[src/rtl/tcs_pkg.sv]
package tcs_pkg;
    typedef enum logic [1:0] {
        SRC_TIMER = 2'b00,
        SRC_RISE  = 2'b01,
        SRC_FALL  = 2'b10,
        SRC_BOTH  = 2'b11
    } count_src_e;

    typedef enum logic {
        LVL_LOW  = 1'b0,
        LVL_HIGH = 1'b1
    } pin_lvl_e;

    localparam logic [1:0] SEL_PIN0 = 2'd0;
endpackage

[src/rtl/tcs_sync.sv]
module tcs_sync #(
    parameter int STAGES = 2
) (
    input  logic clk,
    input  logic rst_n,
    input  logic async_i,
    output logic sync_o
);
    logic [STAGES-1:0] chain_q;

    always_ff @(posedge clk) begin
        if (!rst_n) chain_q <= '0;
        else        chain_q <= {chain_q[STAGES-2:0], async_i};
    end

    assign sync_o = chain_q[STAGES-1];
endmodule

[src/rtl/tcs_edge_fsm.sv]
module tcs_edge_fsm
    import tcs_pkg::*;
(
    input  logic clk,
    input  logic rst_n,
    input  logic lvl_i,
    output logic rise_o,
    output logic fall_o
);
    pin_lvl_e state_q, state_d;

    always_ff @(posedge clk) begin
        if (!rst_n) state_q <= LVL_LOW;
        else        state_q <= state_d;
    end

    always_comb begin
        state_d = state_q;
        rise_o  = 1'b0;
        fall_o  = 1'b0;
        unique case (state_q)
            LVL_LOW: begin
                if (lvl_i) begin
                    state_d = LVL_HIGH;
                    rise_o  = 1'b1;
                end
            end
            LVL_HIGH: begin
                if (!lvl_i) begin
                    state_d = LVL_LOW;
                    fall_o  = 1'b1;
                end
            end
        endcase
    end

    // a single clock never reports both edge kinds
    assert_edge_exclusive_R6: assert property (@(posedge clk) disable iff (!rst_n)
        $onehot0({rise_o, fall_o}));
endmodule

[src/rtl/tcs_counters.sv]
module tcs_counters
    import tcs_pkg::*;
#(
    parameter int PC_W = 8,
    parameter int TC_W = 16
) (
    input  logic            clk,
    input  logic            rst_n,
    input  count_src_e      src_i,
    input  logic            rise_i,
    input  logic            fall_i,
    input  logic [PC_W-1:0] lim_i,
    output logic [PC_W-1:0] pc_o,
    output logic [TC_W-1:0] tc_o
);
    logic            ext_step;
    logic            wrap;
    logic [PC_W-1:0] pc_d;
    logic [TC_W-1:0] tc_d;

    always_comb begin
        unique case (src_i)
            SRC_TIMER: ext_step = 1'b0;
            SRC_RISE:  ext_step = rise_i;
            SRC_FALL:  ext_step = fall_i;
            SRC_BOTH:  ext_step = rise_i | fall_i;
        endcase
        wrap = (pc_o == lim_i);
        pc_d = pc_o;
        tc_d = tc_o;
        if (src_i == SRC_TIMER) begin
            if (wrap) begin
                pc_d = '0;
                tc_d = tc_o + 1'b1;
            end else begin
                pc_d = pc_o + 1'b1;
            end
        end else begin
            pc_d = '0;
            if (ext_step) tc_d = tc_o + 1'b1;
        end
    end

    always_ff @(posedge clk) begin
        if (!rst_n) begin
            pc_o <= '0;
            tc_o <= '0;
        end else begin
            pc_o <= pc_d;
            tc_o <= tc_d;
        end
    end

    assert_prescale_step_R2: assert property (@(posedge clk) disable iff (!rst_n)
        (src_i == SRC_TIMER && pc_o != lim_i) |=>
            (pc_o == $past(pc_o) + 1'b1 && tc_o == $past(tc_o)));

    assert_prescale_wrap_R3: assert property (@(posedge clk) disable iff (!rst_n)
        (src_i == SRC_TIMER && pc_o == lim_i) |=>
            (pc_o == '0 && tc_o == $past(tc_o) + 1'b1));

    assert_ext_pc_zero_R7: assert property (@(posedge clk) disable iff (!rst_n)
        (src_i != SRC_TIMER) |=> (pc_o == '0));

    // an external mode never advances the main count by more than one
    assert_ext_single_step_R4: assert property (@(posedge clk) disable iff (!rst_n)
        (src_i != SRC_TIMER) |=> (tc_o == $past(tc_o) || tc_o == $past(tc_o) + 1'b1));
endmodule

[src/rtl/tcs_count_source.sv]
module tcs_count_source
    import tcs_pkg::*;
#(
    parameter int PC_W      = 8,
    parameter int TC_W      = 16,
    parameter int SYNC_DEPTH = 2
) (
    input  logic            clk,
    input  logic            rst_n,
    input  logic [1:0]      mode_i,
    input  logic [1:0]      in_sel_i,
    input  logic [2:0]      cap_ctrl_i,
    input  logic [PC_W-1:0] prescale_lim_i,
    input  logic            cap_pin_i,
    output logic [PC_W-1:0] pc_o,
    output logic [TC_W-1:0] tc_o,
    output logic            cfg_err_o
);
    count_src_e src;
    logic       pin_gated;
    logic       pin_sync;
    logic       rise;
    logic       fall;

    assign src       = count_src_e'(mode_i);
    // reserved selects read as a constant low pin
    assign pin_gated = (in_sel_i == SEL_PIN0) ? cap_pin_i : 1'b0;
    assign cfg_err_o = (src != SRC_TIMER) && (cap_ctrl_i != 3'b000);

    tcs_sync #(.STAGES(SYNC_DEPTH)) u_sync (
        .clk     (clk),
        .rst_n   (rst_n),
        .async_i (pin_gated),
        .sync_o  (pin_sync)
    );

    tcs_edge_fsm u_edge (
        .clk    (clk),
        .rst_n  (rst_n),
        .lvl_i  (pin_sync),
        .rise_o (rise),
        .fall_o (fall)
    );

    tcs_counters #(.PC_W(PC_W), .TC_W(TC_W)) u_cnt (
        .clk    (clk),
        .rst_n  (rst_n),
        .src_i  (src),
        .rise_i (rise),
        .fall_i (fall),
        .lim_i  (prescale_lim_i),
        .pc_o   (pc_o),
        .tc_o   (tc_o)
    );

    // with a reserved select held, nothing reaches the edge detector
    assert_reserved_quiet_R9: assert property (@(posedge clk) disable iff (!rst_n)
        (in_sel_i != SEL_PIN0) |=> !($past(pin_gated)));
endmodule

[config.mk]
export PLATFORM = sky130hd
export DESIGN_NAME = tcs_count_source
export DESIGN_NICKNAME = d
export VERILOG_FILES = /design/src/rtl/tcs_pkg.sv /design/src/rtl/tcs_sync.sv /design/src/rtl/tcs_edge_fsm.sv /design/src/rtl/tcs_counters.sv /design/src/rtl/tcs_count_source.sv
export SDC_FILE = /design/constraint.sdc
export NUM_CORES = 1
export LEC_CHECK = 0
export CORE_MARGIN = 2
export CORE_UTILIZATION = 40
export CTS_CLUSTER_DIAMETER = 120
export DETAILED_ROUTE_END_ITERATION = 7
export GPL_ROUTABILITY_DRIVEN = 0
export GPL_TIMING_DRIVEN = 0
export HOLD_SLACK_MARGIN = 0.05
export MAX_ROUTING_LAYER = met4
export PLACE_DENSITY_LB_ADDON = 0.1
export SYNTH_ARGS = -nofsm -noshare
export SYNTH_HDL_FRONTEND = slang
export SYNTH_HIERARCHICAL = 1
export SYNTH_SLANG_ARGS = --single-unit
[constraint.sdc]
create_clock -name clk -period 1.98 [get_ports clk]
set_input_delay 0.495 -clock clk [delete_from_list [all_inputs] [get_ports clk]]
set_output_delay 0.495 -clock clk [all_outputs]
set_load 0.02 [all_outputs]
==> results.md, run 1 <==
* Largest net degree at the start of global routing at 20
* IO Count at 43
* Post-synthesis sequential area ratio at 0.420
* Post-Syn Area at 0.00129 mm²
* Initial antenna violation count at 0
* Initial core utilization at 0.421
* Die Area at 0.00369 mm²
* Die Height at 60.7 µm
* LEAKAGE at 0.768 nW
* Layout cell share with drive strength beyond 1 at 0.146
* Synth Register Bits at 27
* Net count after synthesis at 170
* Core Area at 0.00305 mm²
* Worst slew margin at 0.685
* Hold Buf Count CTS at 0
* Row Count at 20
* Status: completed
* CP Max Fanout at 5
* WL/cell at 12.7 µm
* Clk sink count at 27
* CTS tree: done
* Post-Syn Instances at 150
* Syn avg cell area at 8.57 µm²
* Worst VDD drop at 0.226 mV
* Hold Path Class: flop to flop
* Total power at 0.859 mW
* Vias in the first global route at 1212
* Synth cell types at 28
* GRT overflow at 0
* Final Slew Violations at 0
* GRT Resource Usage Total at 0.190
* Clk pin slew, worst setup/hold paths at 0.14 ns
* Drt first pass iters at 4
* Routed WL at 3180 µm
* Post-route ant nets at 0
* Crit. End Element: flop
* WP data required at 2.24 ns
* CP arrival at 2.22 ns
* Final min period at 1.96 ns
* First-pass GRT wire length at 5090 µm
* Root buf cell: clkbuf_4
* Area Growth Syn to Fin at 49.0%
* Hold_ws at 0.455 ns
* Endpoints failing hold at 0
* Worst-margin pin slew at 0.473 ns
* Maximum clock insertion buffer count at 2
* Power Dens Cells at 448 mW/mm²
* Clk_lat worst skew at 0.32 ns
* Final nets at 227
* # Max-Cap Violations at 0
* Startpoint types: primary input
* Unrepaired setup endpoints after global routing: yes
* N_diodes at 0
* Detailed placer's ending HPWL at 2330 µm
* Die Wd at 60.7 µm
* Fin crit share at 0.989
* Post-layout util at 0.628
* PortBufs at 42
* DR vias at 1304
* Cts bufs inserted at 3
* DRC at 0
* Final setup viols at 0
* Htree depth at 1
* Skew final at 0.00811 ns
* Detail-routed via count per cell at 5.22
* CP Class: primary input to flop
* Max Fclk at 511 MHz
* Yosys warns at 6
* Starting DRT DRC Count at 56
## path summary, 6_finish.rpt
| kind | cells after the start | startpoint | slack [ns] | endpoint |
|---|---|---|---|---|
| setup reg to reg | 7 | u_cnt/pc_o[0] | 0.04 | u_cnt/tc_o[14] |
| hold / removal | 1 | u_sync/chain_q[0] | 0.45 | u_sync/chain_q[1] |
| hold reg to reg | 1 | u_sync/chain_q[0] | 0.45 | u_sync/chain_q[1] |
| setup / recovery | 8 | prescale_lim_i[6] | 0.02 | u_cnt/tc_o[14] |
## synthesized netlist by cell type
cell | number | area [µm²]
dfxtp_1 | 27 | 541
a21oi_1 | 14 | 70.1
nand3_1 | 14 | 70.1
xor2_1 | 14 | 123
nor2_1 | 12 | 45.0
o21ai_0 | 9 | 45.0
nand2_1 | 8 | 30.0
or3_1 | 8 | 50.1
inv_1 | 6 | 22.5
and2_1 | 4 | 25.0
o31ai_1 | 4 | 30.0
or4_1 | 4 | 30.0
and3_1 | 3 | 18.8
buf_2 | 3 | 15.0
ha_1 | 2 | 25.0
nor2b_1 | 2 | 12.5
nor4_2 | 2 | 25.0
o41ai_1 | 2 | 17.5
or2_2 | 2 | 12.5
or4b_1 | 2 | 20.0
a22oi_1 | 1 | 7.51
a31oi_1 | 1 | 6.26
and4_1 | 1 | 8.76
clkbuf_1 | 1 | 3.75
nand4_1 | 1 | 6.26
nor3b_1 | 1 | 7.51
o32a_1 | 1 | 10.0
xnor2_1 | 1 | 8.76
## kinds of logic (layout without fill, tap and decap cells)
group | count (synthesis) | count (layout) | synth area share
xor gates and xnor gates | 15 | 15 | 0.102
AOI/OAI and AO/OA | 32 | 32 | 0.145
DFF | 27 | 27 | 0.420
buffers and inverters | 10 | 66 | 0.0321
adders and majority gates | 2 | 2 | 0.0195
and+or+nand+nor | 64 | 64 | 0.281
## what timing repair did
item | 4_1_cts | 5_1_grt
resized for setup | 17 | 18
buffers inserted | 2 | 8
pin swaps | 5 | 5
endpoints found under the setup margin | 17 | 18
cloned | 1 | 0
## layer usage
layer / vias to the layer above / global-route usage / part of all wire
met5: - / - / 0
met4: 0 / 0.0870 / 0.020
met3: 8 / 0.0341 / 0.049
met2: 46 / 0.324 / 0.51
met1: 603 / 0.214 / 0.42
li1: 647 / - / -
## area by class of cell
| class | instances | area, µm² |
|---|---|---|
| repair buffers | 53 | 499 |
| well taps | 44 | 55.1 |
| clock buffers | 4 | 26.3 |
| fillers | 313 | 1140 |
| plain buffers | 3 | 22.5 |
| flip-flops and latches | 27 | 557 |
| inverters | 6 | 22.5 |
| multi-input cells | 113 | 734 |
## placed cells by master (no fill, tap or decap), types with 3 or more instances in the layout
cell | synthesis | layout
dfxtp_1 | 27 | 22
buf_4 | 0 | 11
or4_1 | 4 | 4
and3_1 | 3 | 3
nor2_1 | 12 | 12
dlygate4sd2_1 | 0 | 7
a21oi_1 | 14 | 13
and2_1 | 4 | 4
nand2_1 | 8 | 8
clkbuf_4 | 0 | 3
nand3_1 | 14 | 14
dlymetal6s2s_1 | 0 | 5
dfxtp_4 | 0 | 4
xor2_1 | 14 | 13
o21ai_0 | 9 | 9
o31ai_1 | 4 | 4
or3_1 | 8 | 8
inv_1 | 6 | 6
clkdlybuf4s50_1 | 0 | 28
## critical path: stages
cell and delay (ns):
clkdlybuf4s15_1 0.20, xor2_2 0.19, nor4_2 0.25, buf_4 0.17, a31oi_4 0.11, buf_6 0.16, or4b_4 0.51, a21oi_2 0.14
## through the flow
stage	worst slack [ns]	TNS [ns]	cell area (µm²)	cells
2_1_floorplan	0.0787	0	1290	150
3_3_place_gp	-0.534	-6.99	1760	236
3_5_place_dp	-0.642	-9.15	1760	236
4_1_cts	0.00345	0	1820	242
5_1_grt	-0.0235	-0.0235	1920	250
6_report	0.0214	0	1920	250
## state kept, by name, summed over array words and instances (netlist names)
signal          flops
u_cnt/tc_o         16
u_cnt/pc_o          8
u_sync/chain_q      2
u_edge/state_q      1
## report_power, final
| part | internal [mW] | switching, mW |
|---|---|---|
| combinational | 0.0427 | 0.0350 |
| clock | 0.0789 | 0.159 |
| sequential | 0.541 | 0.00274 |
Note: power is estimated with default switching activity, not from simulation.
==> run 2: changes to the inputs <==
CORE_MARGIN = not set   (was 2)
GPL_ROUTABILITY_DRIVEN = 1   (was 0)
==> run 2 against run 1 <==
Against the previous run: fmax is 1.4% higher; die area is 6.5% lower; first-iteration DRC count is 21% lower; utilization is 0.70 points higher; final area is 1.1% higher; critical path type unchanged; largest cell class unchanged; largest power group unchanged; highest routed layer unchanged.
==> results.md, run 2 (synthesis gave the netlist of run 1 again) <==
* Status: completed
* Power Dens Cells at 444 mW/mm²
* Final min period at 1.93 ns
* Worst slew margin at 0.647
* Max Fclk at 518 MHz
* Startpoint types: primary input
* Hold_ws at 0.456 ns
* Fin crit share at 0.975
* Layout cell share with drive strength beyond 1 at 0.163
* First-pass GRT wire length at 5140 µm
* Area Growth Syn to Fin at 50.7%
* CP Class: primary input to flop
* Detail-routed via count per cell at 5.28
* CP max-delay cell: or4_4
* Htree depth at 1
* GP Congestion at 0.785
* Crit-path cells: clkdlybuf4s15_1 -> xor2_2 -> nor4_4 -> a31oi_4 -> buf_6 -> or4_4 -> a21oi_2
* Total power at 0.860 mW
* DRC at 0
* IO Count at 43
* N_diodes at 0
* Vias in the first global route at 1264
* Final setup viols at 0
* Largest net degree at the start of global routing at 15
* GRT Resource Usage Total at 0.197
* Initial antenna violation count at 0
* Clk_lat worst skew at 0.32 ns
* WL/cell at 12.5 µm
* Die Area at 0.00345 mm²
* Drt first pass iters at 4
* WP data required at 2.24 ns
* Die Wd at 58.7 µm
* Final Slew Violations at 0
* Post-route ant nets at 0
* # Max-Cap Violations at 0
* Endpoints failing hold at 0
* DR vias at 1304
* CP arrival at 2.19 ns
* Starting DRT DRC Count at 44
* Initial core utilization at 0.421
* DP Area at 0.00176 mm²
* Skew final at 0.00679 ns
* Detailed placer's ending HPWL at 2250 µm
* Most frequent cells in the layout: 32 x clkdlybuf4s50_1, 22 x dfxtp_1, 14 x nand3_1, 12 x nor2_1
* Final instance area at 0.00194 mm²
* Largest register FFs at 16
* Worst-margin pin slew at 0.530 ns
* Largest Register: u_cnt/tc_o
* Final nets at 224
* CP Max Fanout at 5
* Maximum clock insertion buffer count at 2
* Hold Path Class: flop to flop
* Place WS at -0.583 ns
* LEAKAGE at 0.682 nW
* PortBufs at 42
* Worst VDD drop at 0.238 mV
* Clk sink count at 27
* Biggest regs: u_cnt/tc_o x16, u_cnt/pc_o x8, u_sync/chain_q x2
* Core Area at 0.00305 mm²
* Crit. End Element: flop
* Row Count at 20
* Clk pin slew, worst setup/hold paths at 0.14 ns
* Setup ws final at 0.0491 ns
* Fillcell total at 307
* CTS tree: done
* Root buf cell: clkbuf_4
* Die Height at 58.7 µm
* Routed WL at 3080 µm
* GRT overflow at 0
* Slowest stage delay, CP at 0.47 ns
* Cts bufs inserted at 3
* Most common cell after layout, fill and taps aside: clkdlybuf4s50_1
==> run 2: layer usage <==
| metal | track usage | share of wire | up-vias |
|---|---|---|---|
| met5 | - | 0 | - |
| met1 | 0.223 | 0.44 | 624 |
| li1 | - | - | 643 |
| met2 | 0.330 | 0.51 | 33 |
| met3 | 0.0352 | 0.038 | 4 |
| met4 | 0.109 | 0.0094 | 0 |
==> run 2: through the flow <==
step	utilization	TNS (ns)	std cells
after detailed placement	0.577	-7.85	236
after global routing	0.635	-0.00187	247
after CTS	0.593	0	242
final	0.635	0	247
after global placement	0.577	-7.08	236
after floorplan	-	0	150
==> run 2: critical path: cells and delay by family <==
| family | cells | cell delay (ns) |
|---|---|---|
| and+or+nand+nor | 2 | 0.83 |
| buffers and inverters | 2 | 0.36 |
| AOI/OAI and AO/OA | 2 | 0.31 |
| xor gates and xnor gates | 1 | 0.20 |
==> run 2: final cells by class <==
class,instances,area [µm²],area share
Buffer,4,30.0,0.0155
Clock buffer,4,26.3,0.0136
Inverter,6,22.5,0.0116
Multi-Input combinational cell,113,782,0.403
Sequential cell,27,557,0.287
Tap cell,44,55.1,0.0284
Timing Repair Buffer,49,465,0.240
==> run 2: final timing paths <==
kind | depth (start not counted) | slack (ns) | startpoint | endpoint
worst min-delay path | 1 | 0.46 | u_sync/chain_q[0] | u_sync/chain_q[1]
worst min register to register | 1 | 0.46 | u_sync/chain_q[0] | u_sync/chain_q[1]
worst max-delay path | 7 | 0.05 | prescale_lim_i[6] | u_cnt/tc_o[11]
worst max register to register | 6 | 0.09 | u_cnt/pc_o[1] | u_cnt/tc_o[11]
==> run 2: power by group <==
part | switching, mW | internal [mW] | total, mW | leakage [nW]
sequential | 0.00289 | 0.541 | 0.544 | 0.221
combinational | 0.0381 | 0.0421 | 0.0802 | 0.446
clock | 0.157 | 0.0788 | 0.236 | 0.0150
==> run 2: timing repair <==
item,CTS,global route
hold buffers,0,0
endpoints found under the setup margin,17,18
gates resized for setup,19,25
endpoints found under the hold margin,0,0
pin swaps,8,7
gates cloned,1,0
buffers inserted,1,5
==> run 3: changes to the inputs <==
ABC_CLOCK_PERIOD_IN_PS = 1980   (was not set)
==> results of run 3 <==
Final layout, timing and power as in run 2 (identical DEF).
